--- config.mk ---
export PLATFORM = sky130hd
export DESIGN_NAME = stop_ctrl
export DESIGN_NICKNAME = d
export VERILOG_FILES = /design/src/rtl/stopc_pkg.sv /design/src/rtl/stopc_downcnt.sv /design/src/rtl/stopc_wake.sv /design/src/rtl/stop_ctrl.sv
export SDC_FILE = /design/constraint.sdc
export NUM_CORES = 1
export LEC_CHECK = 0
export ABC_AREA = 1
export BUFFER_PORTS_ARGS = -buffer_cell sky130_fd_sc_hd__buf_2
export CELL_PAD_IN_SITES_DETAIL_PLACEMENT = 1
export CELL_PAD_IN_SITES_GLOBAL_PLACEMENT = 2
export CORE_MARGIN = 2
export CORE_UTILIZATION = 31
export DETAILED_ROUTE_END_ITERATION = 12
export GPL_TIMING_DRIVEN = 0
export PLACE_DENSITY_LB_ADDON = 0.1
export SLEW_MARGIN = 10
export SYNTH_ARGS = -nofsm -noshare
export SYNTH_HDL_FRONTEND = slang
export SYNTH_SLANG_ARGS = --single-unit
--- constraint.sdc ---
create_clock -name clk -period 4.5 [get_ports clk]
set_input_delay 0.225 -clock clk [delete_from_list [all_inputs] [get_ports clk]]
set_output_delay 0.225 -clock clk [all_outputs]
set_load 0.005 [all_outputs]
--- src/rtl/stopc_pkg.sv ---
package stopc_pkg;

    typedef enum logic [1:0] {
        ST_RUN  = 2'd0,
        ST_ARM  = 2'd1,
        ST_STOP = 2'd2,
        ST_WARM = 2'd3
    } pstate_e;

    typedef enum logic [1:0] {
        RK_RESET   = 2'd0,
        RK_HANDLER = 2'd1,
        RK_NEXT    = 2'd2
    } resume_e;

    typedef struct packed {
        logic mode_sel;
        logic stop;
    } ctl_t;

    // Resume action for a wake: non-maskable always branches; a maskable
    // request branches only when enabled and outranking the service level.
    function automatic resume_e pick_resume(input logic nmi,
                                            input logic ie,
                                            input logic outranks);
        if (nmi)
            return RK_HANDLER;
        else if (ie && outranks)
            return RK_HANDLER;
        else
            return RK_NEXT;
    endfunction

endpackage

--- src/rtl/stopc_downcnt.sv ---
module stopc_downcnt #(
    parameter int W = 8
) (
    input  logic         clk,
    input  logic         load,
    input  logic [W-1:0] load_val,
    input  logic         dec,
    output logic [W-1:0] count,
    output logic         zero
);
    logic [W-1:0] cnt_q;

    always_ff @(posedge clk) begin
        if (load)
            cnt_q <= load_val;
        else if (dec && (cnt_q != '0))
            cnt_q <= cnt_q - 1'b1;
    end

    assign count = cnt_q;
    assign zero  = (cnt_q == '0);
endmodule

--- src/rtl/stopc_wake.sv ---
module stopc_wake
    import stopc_pkg::*;
#(
    parameter int N_EXT = 7,
    parameter int N_PER = 4,
    parameter int LVL_W = 3
) (
    input  logic             nmi_req,
    input  logic [N_EXT-1:0] ext_req,
    input  logic [N_EXT-1:0] ext_mask,
    input  logic [N_PER-1:0] per_req,
    input  logic [N_PER-1:0] per_mask,
    input  logic             int_en,
    input  logic             isr_active,
    input  logic [LVL_W-1:0] pend_lvl,
    input  logic [LVL_W-1:0] isr_lvl,
    output logic             wake,
    output resume_e          kind
);
    logic [N_EXT-1:0] ext_live;
    logic [N_PER-1:0] per_live;
    logic             outranks;

    genvar gi;
    generate
        for (gi = 0; gi < N_EXT; gi++) begin : g_ext
            assign ext_live[gi] = ext_req[gi] & ~ext_mask[gi];
        end
        for (gi = 0; gi < N_PER; gi++) begin : g_per
            assign per_live[gi] = per_req[gi] & ~per_mask[gi];
        end
    endgenerate

    assign outranks = !isr_active || (pend_lvl < isr_lvl);
    assign wake     = nmi_req || (|ext_live) || (|per_live);
    assign kind     = pick_resume(nmi_req, int_en, outranks);
endmodule

--- src/rtl/stop_ctrl.sv ---
module stop_ctrl
    import stopc_pkg::*;
#(
    parameter int N_EXT       = 7,
    parameter int N_PER       = 4,
    parameter int LVL_W       = 3,
    parameter int CNT_W       = 16,
    parameter int ENTRY_DELAY = 5
) (
    input  logic             clk,
    input  logic             rst,
    input  logic             wr_en,
    input  logic             wr_psmode,
    input  logic             wr_stop,
    input  logic             nmi_req,
    input  logic [N_EXT-1:0] ext_req,
    input  logic [N_EXT-1:0] ext_mask,
    input  logic [N_PER-1:0] per_req,
    input  logic [N_PER-1:0] per_mask,
    input  logic [LVL_W-1:0] pend_lvl,
    input  logic             isr_active,
    input  logic [LVL_W-1:0] isr_lvl,
    input  logic             int_en,
    input  logic [CNT_W-1:0] stab_count,
    output logic             osc_en,
    output logic             cpu_clk_en,
    output logic             per_clk_en,
    output logic             psmode_bit,
    output logic             stop_bit,
    output logic             in_stop,
    output logic             wake_pulse,
    output logic             ready_pulse,
    output logic [1:0]       resume_kind
);
    localparam int AW = (ENTRY_DELAY < 2) ? 1 : $clog2(ENTRY_DELAY);
    localparam logic [AW-1:0] ARM_LOAD = AW'(ENTRY_DELAY - 1);

    pstate_e st_q;
    ctl_t    ctl_q;
    resume_e kind_q;
    logic    wake_pulse_q, ready_q;

    logic    wake;
    resume_e wake_kind;

    logic          arm_zero;
    logic [AW-1:0] arm_cnt;
    logic          stab_zero;
    logic [CNT_W-1:0] stab_cnt;

    stopc_wake #(.N_EXT(N_EXT), .N_PER(N_PER), .LVL_W(LVL_W)) u_wake (
        .nmi_req   (nmi_req),
        .ext_req   (ext_req),
        .ext_mask  (ext_mask),
        .per_req   (per_req),
        .per_mask  (per_mask),
        .int_en    (int_en),
        .isr_active(isr_active),
        .pend_lvl  (pend_lvl),
        .isr_lvl   (isr_lvl),
        .wake      (wake),
        .kind      (wake_kind)
    );

    // Entry window: reloaded every running cycle, counts while armed.
    stopc_downcnt #(.W(AW)) u_arm_cnt (
        .clk     (clk),
        .load    (rst || (st_q == ST_RUN)),
        .load_val(ARM_LOAD),
        .dec     (st_q == ST_ARM),
        .count   (arm_cnt),
        .zero    (arm_zero)
    );

    // Settling window: loaded by reset or by the wake edge.
    stopc_downcnt #(.W(CNT_W)) u_stab_cnt (
        .clk     (clk),
        .load    (rst || ((st_q == ST_STOP) && wake)),
        .load_val(stab_count),
        .dec     (st_q == ST_WARM),
        .count   (stab_cnt),
        .zero    (stab_zero)
    );

    always_ff @(posedge clk) begin
        if (rst) begin
            st_q         <= ST_WARM;
            ctl_q        <= '0;
            kind_q       <= RK_RESET;
            wake_pulse_q <= 1'b0;
            ready_q      <= 1'b0;
        end else begin
            wake_pulse_q <= 1'b0;
            ready_q      <= 1'b0;
            if (wr_en)
                ctl_q <= '{mode_sel: wr_psmode, stop: wr_stop};
            unique case (st_q)
                ST_RUN: begin
                    if (ctl_q.mode_sel && ctl_q.stop)
                        st_q <= ST_ARM;
                end
                ST_ARM: begin
                    if (wake) begin
                        st_q       <= ST_RUN;
                        ctl_q.stop <= 1'b0;
                    end else if (arm_zero) begin
                        st_q <= ST_STOP;
                    end
                end
                ST_STOP: begin
                    if (wake) begin
                        st_q         <= ST_WARM;
                        ctl_q.stop   <= 1'b0;
                        kind_q       <= wake_kind;
                        wake_pulse_q <= 1'b1;
                    end
                end
                ST_WARM: begin
                    if (stab_zero) begin
                        st_q    <= ST_RUN;
                        ready_q <= 1'b1;
                    end
                end
                default: st_q <= ST_RUN;
            endcase
        end
    end

    logic clk_on;
    assign clk_on      = (st_q == ST_RUN) || (st_q == ST_ARM);
    assign osc_en      = (st_q != ST_STOP);
    assign cpu_clk_en  = clk_on;
    assign per_clk_en  = clk_on;
    assign in_stop     = (st_q == ST_STOP);
    assign psmode_bit  = ctl_q.mode_sel;
    assign stop_bit    = ctl_q.stop;
    assign wake_pulse  = wake_pulse_q;
    assign ready_pulse = ready_q;
    assign resume_kind = kind_q;

    logic unused_cnt;
    assign unused_cnt = ^{arm_cnt, stab_cnt};
endmodule

Word-level counts from Yosys, hierarchy flattened
Index checks and enable logic that the tools add are counted.

Output and inout port bits: 10. Bits of input ports: 52. Register bits: 27. Logic and storage cells: 83.

Bitwise operators: 24. Equal/unequal tests: 8. $add $sub $neg: 2. Multiplexer cells: 15. $lt $le $gt $ge: 1. Reduce and logical (&&, ||, !) cells: 25.

Operators by type and width (count): 16-bit two-way mux (2); 16-bit logical NOT (1); 16-bit nonzero test (1); 16-bit by 1-bit subtractor with 16-bit output (second input constant) (1); 2-bit two-way mux (7); 1-bit NOT (13); 1-bit bitwise AND (11); 2-bit one-hot mux with 4 select lines (1); 7-bit OR reduction (1); 1-bit logical OR (6); 2-bit OR reduction (3); 1-bit logical AND (5); 1-bit two-way mux (5); 2-bit equality test (second input constant) (2); 2-bit by 1-bit != test with 1-bit output (second input constant) (2); 2-bit != test (second input constant) (2); 4-bit AND reduction (1); 4-bit OR reduction (1); 3-bit logical NOT (1); 3-bit less-than comparator (1); 3-bit != test (second input constant) (1); 3-bit nonzero test (1); 3-bit by 1-bit subtractor with 3-bit output (second input constant) (1); 2-bit by 1-bit equality test with 1-bit output (second input constant) (1); other kinds (4) (4).

Logic depth before layout (Yosys ltp)
Gate-level depths: netlist of the first run.

Depth after elaboration: 8. Depth in mapped cells: 10.

Modules after synthesis
From an unflattened synthesis of the first run, not the netlist that was laid out.

Cell total of the unflattened synthesis: 273. Area, all modules: 1929.4 µm².

Modules (own cells, without submodules): stopc_downcnt (u_stab_cnt) (times used 1, cells an instance 150, area an instance 1131.1 µm²); stop_ctrl (times used 1, cells an instance 64, area an instance 440.4 µm²); stopc_wake (times used 1, cells an instance 41, area an instance 190.2 µm²); stopc_downcnt (u_arm_cnt) (times used 1, cells an instance 18, area an instance 167.7 µm²).

Least setup slack after synthesis of the first run
OpenSTA, ideal clock, no wires.

Path type: flip-flop to flip-flop. Start point: reg st_q[0]. End point: reg u_stab_cnt.cnt_q[0], in the netlist u_stab_cnt.count[0], enable pin. Slack: 2.847 ns. Required time: 4.138 ns. Stages on the path, launching flop included: 7. Buffers on the path: 0. Library setup time: 0.362 ns. Clock period less this slack: 1.653 ns. Arrival time: 1.291 ns. Cell sequence: dfxtp_1 > inv_1 > ha_1 > nand2_2 > nand2_4 > inv_1 > nand2_1.

Cells in the longest elaborated chain, start to end: 4.

RTL lines: from (decl) (RTL line stop_ctrl.sv:38) `pstate_e st_q;`; from (signal assigned) (RTL line stop_ctrl.sv:87) `st_q <= ST_WARM;`; from (signal assigned) (RTL line stop_ctrl.sv:100) `st_q <= ST_ARM;`; from (signal assigned) (RTL line stop_ctrl.sv:104) `st_q <= ST_RUN;`; 2-bit equality test; net in_stop (RTL line stop_ctrl.sv:30) `output logic in_stop,`; 1-bit logical AND (RTL line stop_ctrl.sv:78) `.load (rst || ((st_q == ST_STOP) && wake)),`; 1-bit logical OR (RTL line stop_ctrl.sv:78); 2-bit nonzero test (no source line); to (signal assigned) (RTL line stopc_downcnt.sv:15) `cnt_q <= load_val;`; to (signal assigned) (RTL line stopc_downcnt.sv:17) `cnt_q <= cnt_q - 1'b1;`; to (decl) (RTL line stopc_downcnt.sv:11) `logic [W-1:0] cnt_q;`.

The timed path passes the listed nets, and every way through them passes these cells. A chain may end at the register's enable or synchronous reset.

Worst setup path in the final report of the first run
Start point: reg st_q[0]. End point: reg u_stab_cnt.cnt_q[0], in the netlist u_stab_cnt.count[0], enable pin.

Cells in the longest elaborated chain, start to end: 4.

RTL lines (RTL line): 2-bit equality test (stop_ctrl.sv:78); 1-bit logical AND (stop_ctrl.sv:78); 1-bit logical OR (stop_ctrl.sv:78); 2-bit nonzero test (no source line) (*).

Mark *: on every way between the ends. The rest lies on a longest branch, timed or not.

==> results of run 1 <==
==> registers in the layout, indices dropped and copies added (netlist names), named ones only <==
register          cells
psmode_bit            1
st_q                  1
ready_pulse           1
wake_pulse            1
stop_bit              1
u_stab_cnt.count     16
u_arm_cnt.count       3
resume_kind           2
==> metal layers <==
| layer | wire [um] | global-route usage | part of all wire | vias to the layer above |
|---|---|---|---|---|
| met1 | 1990 | 0.170 | 0.43 | 757 |
| li1 | - | - | - | 874 |
| met5 | 0 | 0 | 0 | - |
| met2 | 2390 | 0.283 | 0.52 | 36 |
| met4 | 25 | 0.0311 | 0.0055 | 0 |
| met3 | 175 | 0.0348 | 0.038 | 2 |
==> layout make-up <==
type                    count  area [um^2]
well taps                  75         93.8
flip-flops and latches     27          701
multi-input cells         167         1030
clock buffers               4         45.0
fillers                   770         3600
repair buffers             61          305
inverters                  36          135
plain buffers               4         41.3
==> metrics by stage <==
step	setup slack [ns]	hold slack, ns
after floorplan	2.85	0.303
after global placement	2.42	0.431
after detailed placement	2.43	0.438
after CTS	2.41	0.132
after global routing	2.25	0.141
final	2.46	0.144
==> report_power, final <==
part	leakage (nW)	internal, mW	switching (mW)
logic	0.894	0.251	0.348
registers	0.260	0.402	0.121
clock network	0.0228	0.0636	0.0798
total	1.18	0.717	0.549
==> path summary, 6_finish.rpt <==
path                            slack (ns)  cells after the start                            end
worst max-delay path                  2.46                      6  u_stab_cnt.count[0]$_DFFE_PP_
worst min-delay path                  0.14                      2            stop_bit$_SDFF_PP0_
worst max register to register        2.46                      6  u_stab_cnt.count[0]$_DFFE_PP_
worst min register to register        0.46                      2    resume_kind[1]$_SDFFE_PP0P_
==> critical path, cell delays in order (launching register included) <==
cell	delay (ns)
dfxtp_1	0.47
inv_1	0.10
ha_1	0.26
nand2_2	0.14
nand2_4	0.08
inv_1	0.14
nand2_1	0.44
==> cell usage in the layout (no fill, tap or decap), types with 6 or more instances in the layout <==
master	synthesis	routed
edfxtp_1	16	16
xor2_1	8	8
ha_1	10	10
nor2_2	9	9
xnor2_1	6	6
dfxtp_1	11	11
buf_2	0	61
nor2_1	15	15
o21ai_2	14	14
inv_1	36	36
nand2_1	63	63
==> logic make-up (layout without fill, tap and decap cells) <==
group | count (synthesis) | count (layout)
and+or+nand+nor | 113 | 113
buffers and inverters | 40 | 105
AOI/OAI and AO/OA | 29 | 29
DFF | 27 | 27
xor gates and xnor gates | 14 | 14
adders and majority gates | 10 | 10
muxes | 1 | 1
==> results.json, run 1 <==
{
  "dpl_cell_area_mm2": 0.00231,
  "synth_fa_ha_area_frac": 0.0655,
  "io_pins": 62,
  "num_rows": 28,
  "cts_setup_buffers": 0,
  "critPathMaxFanout": 16,
  "min_period_over_period": 0.453,
  "power_density_mw_per_mm2": 538,
  "cts_htree_levels": 1,
  "relSlewSlack": 0.531,
  "drv_cap": 0,
  "stdcell_area_mm2": 0.00235,
  "areaGrowthSynthToFinish_pct": 23.2,
  "cp.arrival_ns": 1.91,
  "place_hpwl_mm": 3.75,
  "start_util": 0.321,
  "drive_gt1_frac": 0.358,
  "core_area_mm2": 0.00596,
  "start_kind": "flip-flop",
  "synth.most_common_cell": "nand2_1",
  "synthMuxAreaShare": 0.00524,
  "hp-start": "rst",
  "yosysSeqAreaShare": 0.367,
  "wirelength_mm": 4.58,
  "cts_tree": "yes",
  "clk_latency_ns": 0.28,
  "fin_util": 0.395,
  "synth_xor_area_frac": 0.0642,
  "r2r-start": "st_q[0]$_SDFFE_PP1P_",
  "grt_antenna_before_repair": 0,
  "wl_per_cell_um": 12.3,
  "syn_area_per_cell_um2": 8.16,
  "rsz0062_at_grt": "false",
  "startpoint": "st_q[0]$_SDFFE_PP1P_",
  "diodes": 0,
  "setup_viol": 0,
  "portBuffers": 61,
  "drv_slew": 0,
  "synth_area_mm2": 0.00191,
  "fin_skew_ns": 0.00634,
  "grt_max_degree": 17,
  "synth_edf_count": 16,
  "postSynthCellCount": 234,
  "cts_buffers": 3,
  "root_buffer": "clkbuf_8",
  "ys_types": 30,
  "yosys.area.top_type": "edfxtp_1",
  "dieArea_mm2": 0.00681,
  "synth_nets": 296,
  "p_total_mw": 1.27,
  "ant_nets": 0,
  "crit_required_ns": 4.37,
  "place_congestion": 0.766,
  "dp.cells": 370,
  "path_clk_slew_ns": 0.09,
  "grt_usage": 0.150,
  "gr-total-overflow": 0,
  "async_flop_share": 0,
  "synth_compound_area_frac": 0.115,
  "fp.dieW_um": 82.5,
  "synthTopCellsByArea": "edfxtp_1 25%, nand2_1 12%, dfxtp_1 12%, inv_1 7.1%, ha_1 6.5%",
  "status": "completed",
  "worst_pin_slew_ns": 0.702,
  "p_leak_nw": 1.18,
  "timing.fmax_mhz": 491,
  "num_vias": 1669,
  "drt_pass1_iterations": 4,
  "worstSetupPathType": "flip-flop to flip-flop",
  "synthTopCellsByCount": "63 x nand2_1, 36 x inv_1, 16 x edfxtp_1",
  "yosysTopAreaCellShare": 0.251,
  "synth_top_family_by_area": "simple AND/OR/NAND/NOR gates",
  "clk_path_buf_depth": 2,
  "setup-tns-final_ns": 0,
  "drtIter0Drc": 51,
  "synth_ff_type": "edfxtp_1",
  "yosys.area_share.simple": 0.291,
  "final_cells": 374,
  "hold_path_class": "primary input to flip-flop",
  "min_period_ns": 2.04,
  "ys_ff_latch": 27,
  "layout.nets": 362,
  "yosysWarnings": 0,
  "hold_viol_final": 0,
  "cts_hold_buf": 0,
  "drcViolationCount": 0,
  "peakVddDrop_mv": 0.202,
  "cts_resized": 0,
  "vias_per_cell": 4.46,
  "die-height_um": 82.5,
  "cts_sinks": 27,
  "worstSetupEndpointType": "flip-flop",
  "grt_pass1_wl_mm": 7.78,
  "first_global_vias": 1760
}
Power figures use the tool's default switching activity.
==> inputs of run 2 (changes only) <==
--- a/config.mk
+++ b/config.mk
@@ -5,12 +5,12 @@
 export SDC_FILE = /design/constraint.sdc
 export NUM_CORES = 1
 export LEC_CHECK = 0
-export ABC_AREA = 1
+export ABC_AREA = 0
 export BUFFER_PORTS_ARGS = -buffer_cell sky130_fd_sc_hd__buf_2
 export CELL_PAD_IN_SITES_DETAIL_PLACEMENT = 1
 export CELL_PAD_IN_SITES_GLOBAL_PLACEMENT = 2
 export CORE_MARGIN = 2
-export CORE_UTILIZATION = 31
+export CORE_UTILIZATION = 30
 export DETAILED_ROUTE_END_ITERATION = 12
 export GPL_TIMING_DRIVEN = 0
 export PLACE_DENSITY_LB_ADDON = 0.1
==> constraint.sdc (replaced) <==
create_clock -name clk -period 2.1 [get_ports clk]
set_input_delay 0.105 -clock clk [delete_from_list [all_inputs] [get_ports clk]]
set_output_delay 0.105 -clock clk [all_outputs]
set_load 0.005 [all_outputs]
==> run 2 against run 1 <==
Clock-buffer cell count did not move. Via count down 15%. Largest power group is now registers. First-iteration DRC count fell by 47%. Sequential share of layout area rose by 1.2 points. Clock skew rose by 0.00085 ns. Flip-flop and latch count unchanged.
==> results.json, run 2 <==
{
  "setup-tns-final_ns": 0,
  "clk_path_buf_depth": 2,
  "synth_fa_ha_area_frac": 0.0715,
  "grt_antenna_before_repair": 0,
  "synthTopCellsByArea": "edfxtp_1 27%, dfxtp_1 13%, mux2_1 7.7%, ha_1 7.2%, a2111oi_4 4.7%",
  "synth_nets": 221,
  "synth_xor_area_frac": 0.0651,
  "num_rows": 27,
  "n_fill_cell": 670,
  "min_period_ns": 1.97,
  "cp.arrival_ns": 2.00,
  "critPathMaxFanout": 10,
  "crit_required_ns": 2.12,
  "crit_top_cell": "inv_1",
  "cts_htree_levels": 1,
  "cts_sinks": 27,
  "grt_pass1_wl_mm": 6.99,
  "timing.fmax_mhz": 507,
  "yosysTopAreaCellShare": 0.275,
  "ys_ff_latch": 27,
  "status": "completed",
  "yosysWarnings": 0,
  "drv_slew": 0,
  "yosys.area.top_type": "edfxtp_1",
  "synthMuxAreaShare": 0.114,
  "core_area_mm2": 0.00557,
  "cts_buffers": 3,
  "grt_usage": 0.139,
  "vias_per_cell": 4.73,
  "final_cell_mix": "61 x buf_2, 16 x edfxtp_1, 14 x inv_1",
  "relSlewSlack": 0.689,
  "wl_per_cell_um": 14.3,
  "ant_nets": 0,
  "worstSetupEndpointType": "flip-flop",
  "final_cells": 301,
  "drcViolationCount": 0,
  "dp.cells": 292,
  "io_pins": 62,
  "drv_cap": 0,
  "synth_ff_type": "edfxtp_1",
  "drt_pass1_iterations": 3,
  "synth_edf_count": 16,
  "worst_pin_slew_ns": 0.466,
  "fp.dieW_um": 80.4,
  "portBuffers": 61,
  "grt_max_degree": 17,
  "layout.nets": 292,
  "synth.most_common_cell": "edfxtp_1",
  "power_density_mw_per_mm2": 1100,
  "hold_path_class": "primary input to flip-flop",
  "async_flop_share": 0,
  "place_hpwl_mm": 3.47,
  "drive_gt1_frac": 0.384,
  "fin_util": 0.407,
  "worstSetupPathType": "flip-flop to flip-flop",
  "peakVddDrop_mv": 0.367,
  "clk_latency_ns": 0.27,
  "p_leak_nw": 1.01,
  "path_clk_slew_ns": 0.10,
  "drtIter0Drc": 27,
  "root_buffer": "clkbuf_8",
  "syn_area_per_cell_um2": 11.0,
  "first_global_vias": 1562,
  "hold_viol_final": 0,
  "largest_reg_flops": 16,
  "synthTopCellsByCount": "16 x edfxtp_1, 14 x inv_1, 12 x mux2_1",
  "setup_viol": 0,
  "start_kind": "flip-flop",
  "yosysSeqAreaShare": 0.401,
  "stdcell_area_mm2": 0.00227,
  "gr-total-overflow": 0,
  "start_util": 0.314,
  "min_period_over_period": 0.939,
  "dpl_cell_area_mm2": 0.00214,
  "wirelength_mm": 4.32,
  "crit_chain": "inv_1 -> ha_1 -> inv_1 -> a31oi_4 -> nor2_8 -> buf_8 -> mux2_1",
  "postSynthCellCount": 159,
  "areaGrowthSynthToFinish_pct": 29.5,
  "synth_area_mm2": 0.00175,
  "synth_top_family_by_area": "simple AND/OR/NAND/NOR gates",
  "synth_compound_area_frac": 0.114,
  "critPathMaxStageDelay_ns": 0.42,
  "dieArea_mm2": 0.00646,
  "r2r_slack_ns": 0.13,
  "critPathSlowestCell": "dfxtp_1",
  "die-height_um": 80.4,
  "final_common_cell": "buf_2",
  "cts_tree": "yes",
  "diodes": 0,
  "fin_skew_ns": 0.00720,
  "yosys.area_share.simple": 0.190,
  "ys_types": 43,
  "place_congestion": 0.773,
  "num_vias": 1424
}
[run 2: cell types whose count changed in the layout (fill, tap and decap cells not counted), sizes merged, moves of 3 or more]
cell	delta
buf	+3
nand3	-4
nor2	-16
o21ai	-18
a21oi	-3
inv	-22
a2111oi	+4
nor2b	+9
mux2	+15
nand2	-58
nand2b	+3
[run 2: path summary, 6_finish.rpt]
kind / start / end / depth (start not counted)
max: st_q[0]$_SDFFE_PP1P_ / u_stab_cnt.count[6]$_DFFE_PP_ / 7
min: wr_psmode / psmode_bit$_SDFFE_PP0P_ / 3
max reg2reg: st_q[0]$_SDFFE_PP1P_ / u_stab_cnt.count[6]$_DFFE_PP_ / 7
min reg2reg: resume_kind[1]$_SDFFE_PP0P_ / resume_kind[1]$_SDFFE_PP0P_ / 2
[run 2: cell families after synthesis]
| logic type | count (synthesis) |
|---|---|
| flip-flops | 27 |
| AO/OA/AOI/OAI | 17 |
| multiplexers | 18 |
| adder cells (fa/ha/maj) | 10 |
| AND/OR/NAND/NOR | 57 |
| XOR/XNOR | 13 |
| buffers and inverters | 17 |
[run 2: layout make-up]
type / instances / area [um^2] / area share
repair buffers: 66 / 343 / 0.151
well taps: 72 / 90.1 / 0.0398
flip-flops and latches: 27 / 701 / 0.309
clock buffers: 4 / 45.0 / 0.0199
inverters: 14 / 52.6 / 0.0232
plain buffers: 3 / 26.3 / 0.0116
multi-input cells: 115 / 1010 / 0.445
[run 2: what timing repair did]
item                       4_1_cts  5_1_grt
setup endpoints to repair       19       19
resized for setup                3        5
setup buffers                    3        2
pin swaps                        1        2
hold buffers                     0        0
[run 2: report_power, final]
part / internal [mW] / total [mW] / switching (mW)
combinational: 0.540 / 1.09 / 0.555
sequential: 0.864 / 1.09 / 0.227
clock: 0.136 / 0.301 / 0.165
[run 2: per-stage QoR]
stage	power (mW)	hold slack (ns)	setup WS [ns]
finish	2.49	0.0683	0.127
global route	2.68	0.0901	-0.00290
CTS	2.47	0.0708	0.0207
detailed placement	2.10	0.361	-0.252
global placement	2.01	0.342	-0.180
floorplan	1.75	0.195	0.150
[run 2: routing by layer]
layer / routed length [um] / vias to the layer above / global-route usage
li1: - / 710 / -
met4: 65 / 0 / 0.0508
met1: 1750 / 668 / 0.150
met2: 2330 / 40 / 0.271
met5: 0 / - / 0
met3: 173 / 6 / 0.0202
[run 2: worst max-delay path, delay by kind of cell (launching register included)]
family / cells / cell delay (ns)
adders and majority gates: 1 / 0.26
AOI/OAI and AO/OA: 1 / 0.08
buffers and inverters: 3 / 0.42
muxes: 1 / 0.33
and+or+nand+nor: 1 / 0.21
DFF: 1 / 0.42
==> inputs of run 3 (changes only) <==
--- a/config.mk
+++ b/config.mk
@@ -7,10 +7,10 @@
 export LEC_CHECK = 0
 export ABC_AREA = 0
 export BUFFER_PORTS_ARGS = -buffer_cell sky130_fd_sc_hd__buf_2
-export CELL_PAD_IN_SITES_DETAIL_PLACEMENT = 1
-export CELL_PAD_IN_SITES_GLOBAL_PLACEMENT = 2
+export CELL_PAD_IN_SITES_DETAIL_PLACEMENT = 0
+export CELL_PAD_IN_SITES_GLOBAL_PLACEMENT = 1
 export CORE_MARGIN = 2
-export CORE_UTILIZATION = 30
+export CORE_UTILIZATION = 38
 export DETAILED_ROUTE_END_ITERATION = 12
 export GPL_TIMING_DRIVEN = 0
 export PLACE_DENSITY_LB_ADDON = 0.1
==> constraint.sdc (replaced) <==
create_clock -name clk -period 2 [get_ports clk]
set_input_delay 0.1 -clock clk [delete_from_list [all_inputs] [get_ports clk]]
set_output_delay 0.1 -clock clk [all_outputs]
set_load 0.005 [all_outputs]
==> run 3 against run 2 <==
Global-route usage is 2.1 points higher. Routed wire length is 12% lower. Worst hold slack worse by 0.0062 ns. Largest power group is now combinational cells.
==> results.json, run 3 (synthesis results as in run 2) <==
{
  "hold_path_class": "primary input to flip-flop",
  "dieArea_mm2": 0.00516,
  "cts_buffers": 3,
  "critPathMaxStageDelay_ns": 0.43,
  "stdcell_area_mm2": 0.00233,
  "reg2reg_to": "u_stab_cnt.count[14]$_DFFE_PP_",
  "wl_per_cell_um": 13.3,
  "start_util": 0.399,
  "critPathMaxFanout": 4,
  "min_period_over_period": 0.965,
  "areaGrowthSynthToFinish_pct": 33.0,
  "p_leak_nw": 1.05,
  "drv_cap": 0,
  "portBuffers": 61,
  "r2r.worst_path.cells": 6,
  "clk_path_buf_depth": 2,
  "min_period_ns": 1.93,
  "crit_chain": "nor4_4 -> buf_4 -> and3_2 -> nor3b_2 -> xor2_1 -> mux2_1",
  "cts_sinks": 27,
  "largest_reg_flops": 16,
  "drtIter0Drc": 61,
  "place_hpwl_mm": 3.04,
  "worstSetupPathType": "flip-flop to flip-flop",
  "vias_per_cell": 5.00,
  "wirelength_mm": 3.82,
  "holdPathEnd": "psmode_bit$_SDFFE_PP0P_",
  "rsz0062_at_grt": "false",
  "multi_input_area_mm2": 0.00104,
  "fin_skew_ns": 0.00192,
  "hp-start": "wr_psmode",
  "worstSetupEndpointType": "flip-flop",
  "power_density_mw_per_mm2": 1160,
  "ant_nets": 0,
  "worst_pin_slew_ns": 0.453,
  "grt_max_degree": 17,
  "crit_required_ns": 2.03,
  "status": "completed",
  "cts_tree": "yes",
  "grt_usage": 0.160,
  "grt_pass1_wl_mm": 6.63,
  "worst-path-buf-inv": 1,
  "setup_viol": 0,
  "drcViolationCount": 0,
  "cp.arrival_ns": 1.97,
  "whs_path_depth": 3,
  "fp.dieW_um": 71.8,
  "gr-total-overflow": 0,
  "start_kind": "flip-flop",
  "n_fill_cell": 432,
  "first_global_vias": 1538,
  "final_cell_mix": "61 x buf_2, 16 x edfxtp_1, 14 x inv_1",
  "drt_pass1_iterations": 3,
  "clk_latency_ns": 0.27,
  "path_clk_slew_ns": 0.10,
  "peakVddDrop_mv": 0.439,
  "grt_antenna_before_repair": 0,
  "final_common_cell": "buf_2",
  "cts_hold_buf": 0,
  "timing.fmax_mhz": 518,
  "layout.nets": 299,
  "place_congestion": 0.769,
  "hold_viol_final": 0,
  "relSlewSlack": 0.698,
  "critPathSlowestCell": "edfxtp_1",
  "crit_family": "simple AND/OR/NAND/NOR gates",
  "num_vias": 1439,
  "core_area_mm2": 0.00438,
  "num_rows": 24,
  "drv_slew": 0,
  "r2r-start": "u_stab_cnt.count[4]$_DFFE_PP_",
  "root_buffer": "clkbuf_8",
  "r2r_slack_ns": 0.07,
  "diodes": 0,
  "drive_gt1_frac": 0.424,
  "die-height_um": 71.8,
  "fin_hold_ws_ns": 0.0621,
  "io_pins": 62,
  "final-seq-area_um2": 702,
  "dpl_cell_area_mm2": 0.00212,
  "cts_htree_levels": 1
}
run 3: cell type report:
type / instances / area share
Multi-Input combinational cell: 115 / 0.445
Tap cell: 52 / 0.0280
Buffer: 3 / 0.0113
Timing Repair Buffer: 73 / 0.170
Clock buffer: 3 / 0.0178
Sequential cell: 27 / 0.302
Inverter: 14 / 0.0226
Clock inverter: 1 / 0.00323
run 3: tightest hold or removal path: stages:
cell and delay [ns]:
buf_2 0.08, mux2i_1 0.06, nor2_1 0.07
run 3: worst max path at each step:
stage                                     endpoint  cells after the start                      startpoint  slack [ns]
floorplan            u_stab_cnt.count[0]$_DFFE_PP_                      7            st_q[0]$_SDFFE_PP1P_        0.05
global placement     u_stab_cnt.count[4]$_DFFE_PP_                      7                      ext_req[0]       -0.26
detailed placement   u_stab_cnt.count[5]$_DFFE_PP_                      7                      ext_req[0]       -0.30
CTS                 u_stab_cnt.count[15]$_DFFE_PP_                      5  u_stab_cnt.count[11]$_DFFE_PP_       0.003
global route        u_stab_cnt.count[14]$_DFFE_PP_                      6   u_stab_cnt.count[6]$_DFFE_PP_        0.01
finish              u_stab_cnt.count[14]$_DFFE_PP_                      6   u_stab_cnt.count[4]$_DFFE_PP_        0.07
run 3: timing repair:
item | 4_1_cts | 5_1_grt
setup endpoints to repair | 22 | 28
pin swaps | 1 | 3
gates cloned | 0 | 0
setup buffers | 3 | 9
resized for setup | 5 | 9
run 3: metal layers:
layer,wire length (um),GRT usage,vias to the layer above
met4,17,0.0566,0
met3,218,0.0295,2
met2,2080,0.309,39
met5,0,0,-
li1,-,-,724
met1,1500,0.173,674
run 3: metrics by stage:
step,instances,total power [mW],setup WS (ns),utilization,TNS [ns]
2_1_floorplan,159,1.84,0.0500,-,0
3_3_place_gp,272,2.10,-0.258,0.483,-4.58
3_5_place_dp,272,2.17,-0.303,0.483,-5.61
4_1_cts,279,2.57,0.00341,0.505,0
5_1_grt,288,2.94,0.0115,0.531,0
6_report,288,2.71,0.0693,0.531,0
run 3: where the power goes:
group,internal (mW),switching [mW]
sequential,0.909,0.242
combinational,0.643,0.591
clock,0.141,0.181
total,1.69,1.01
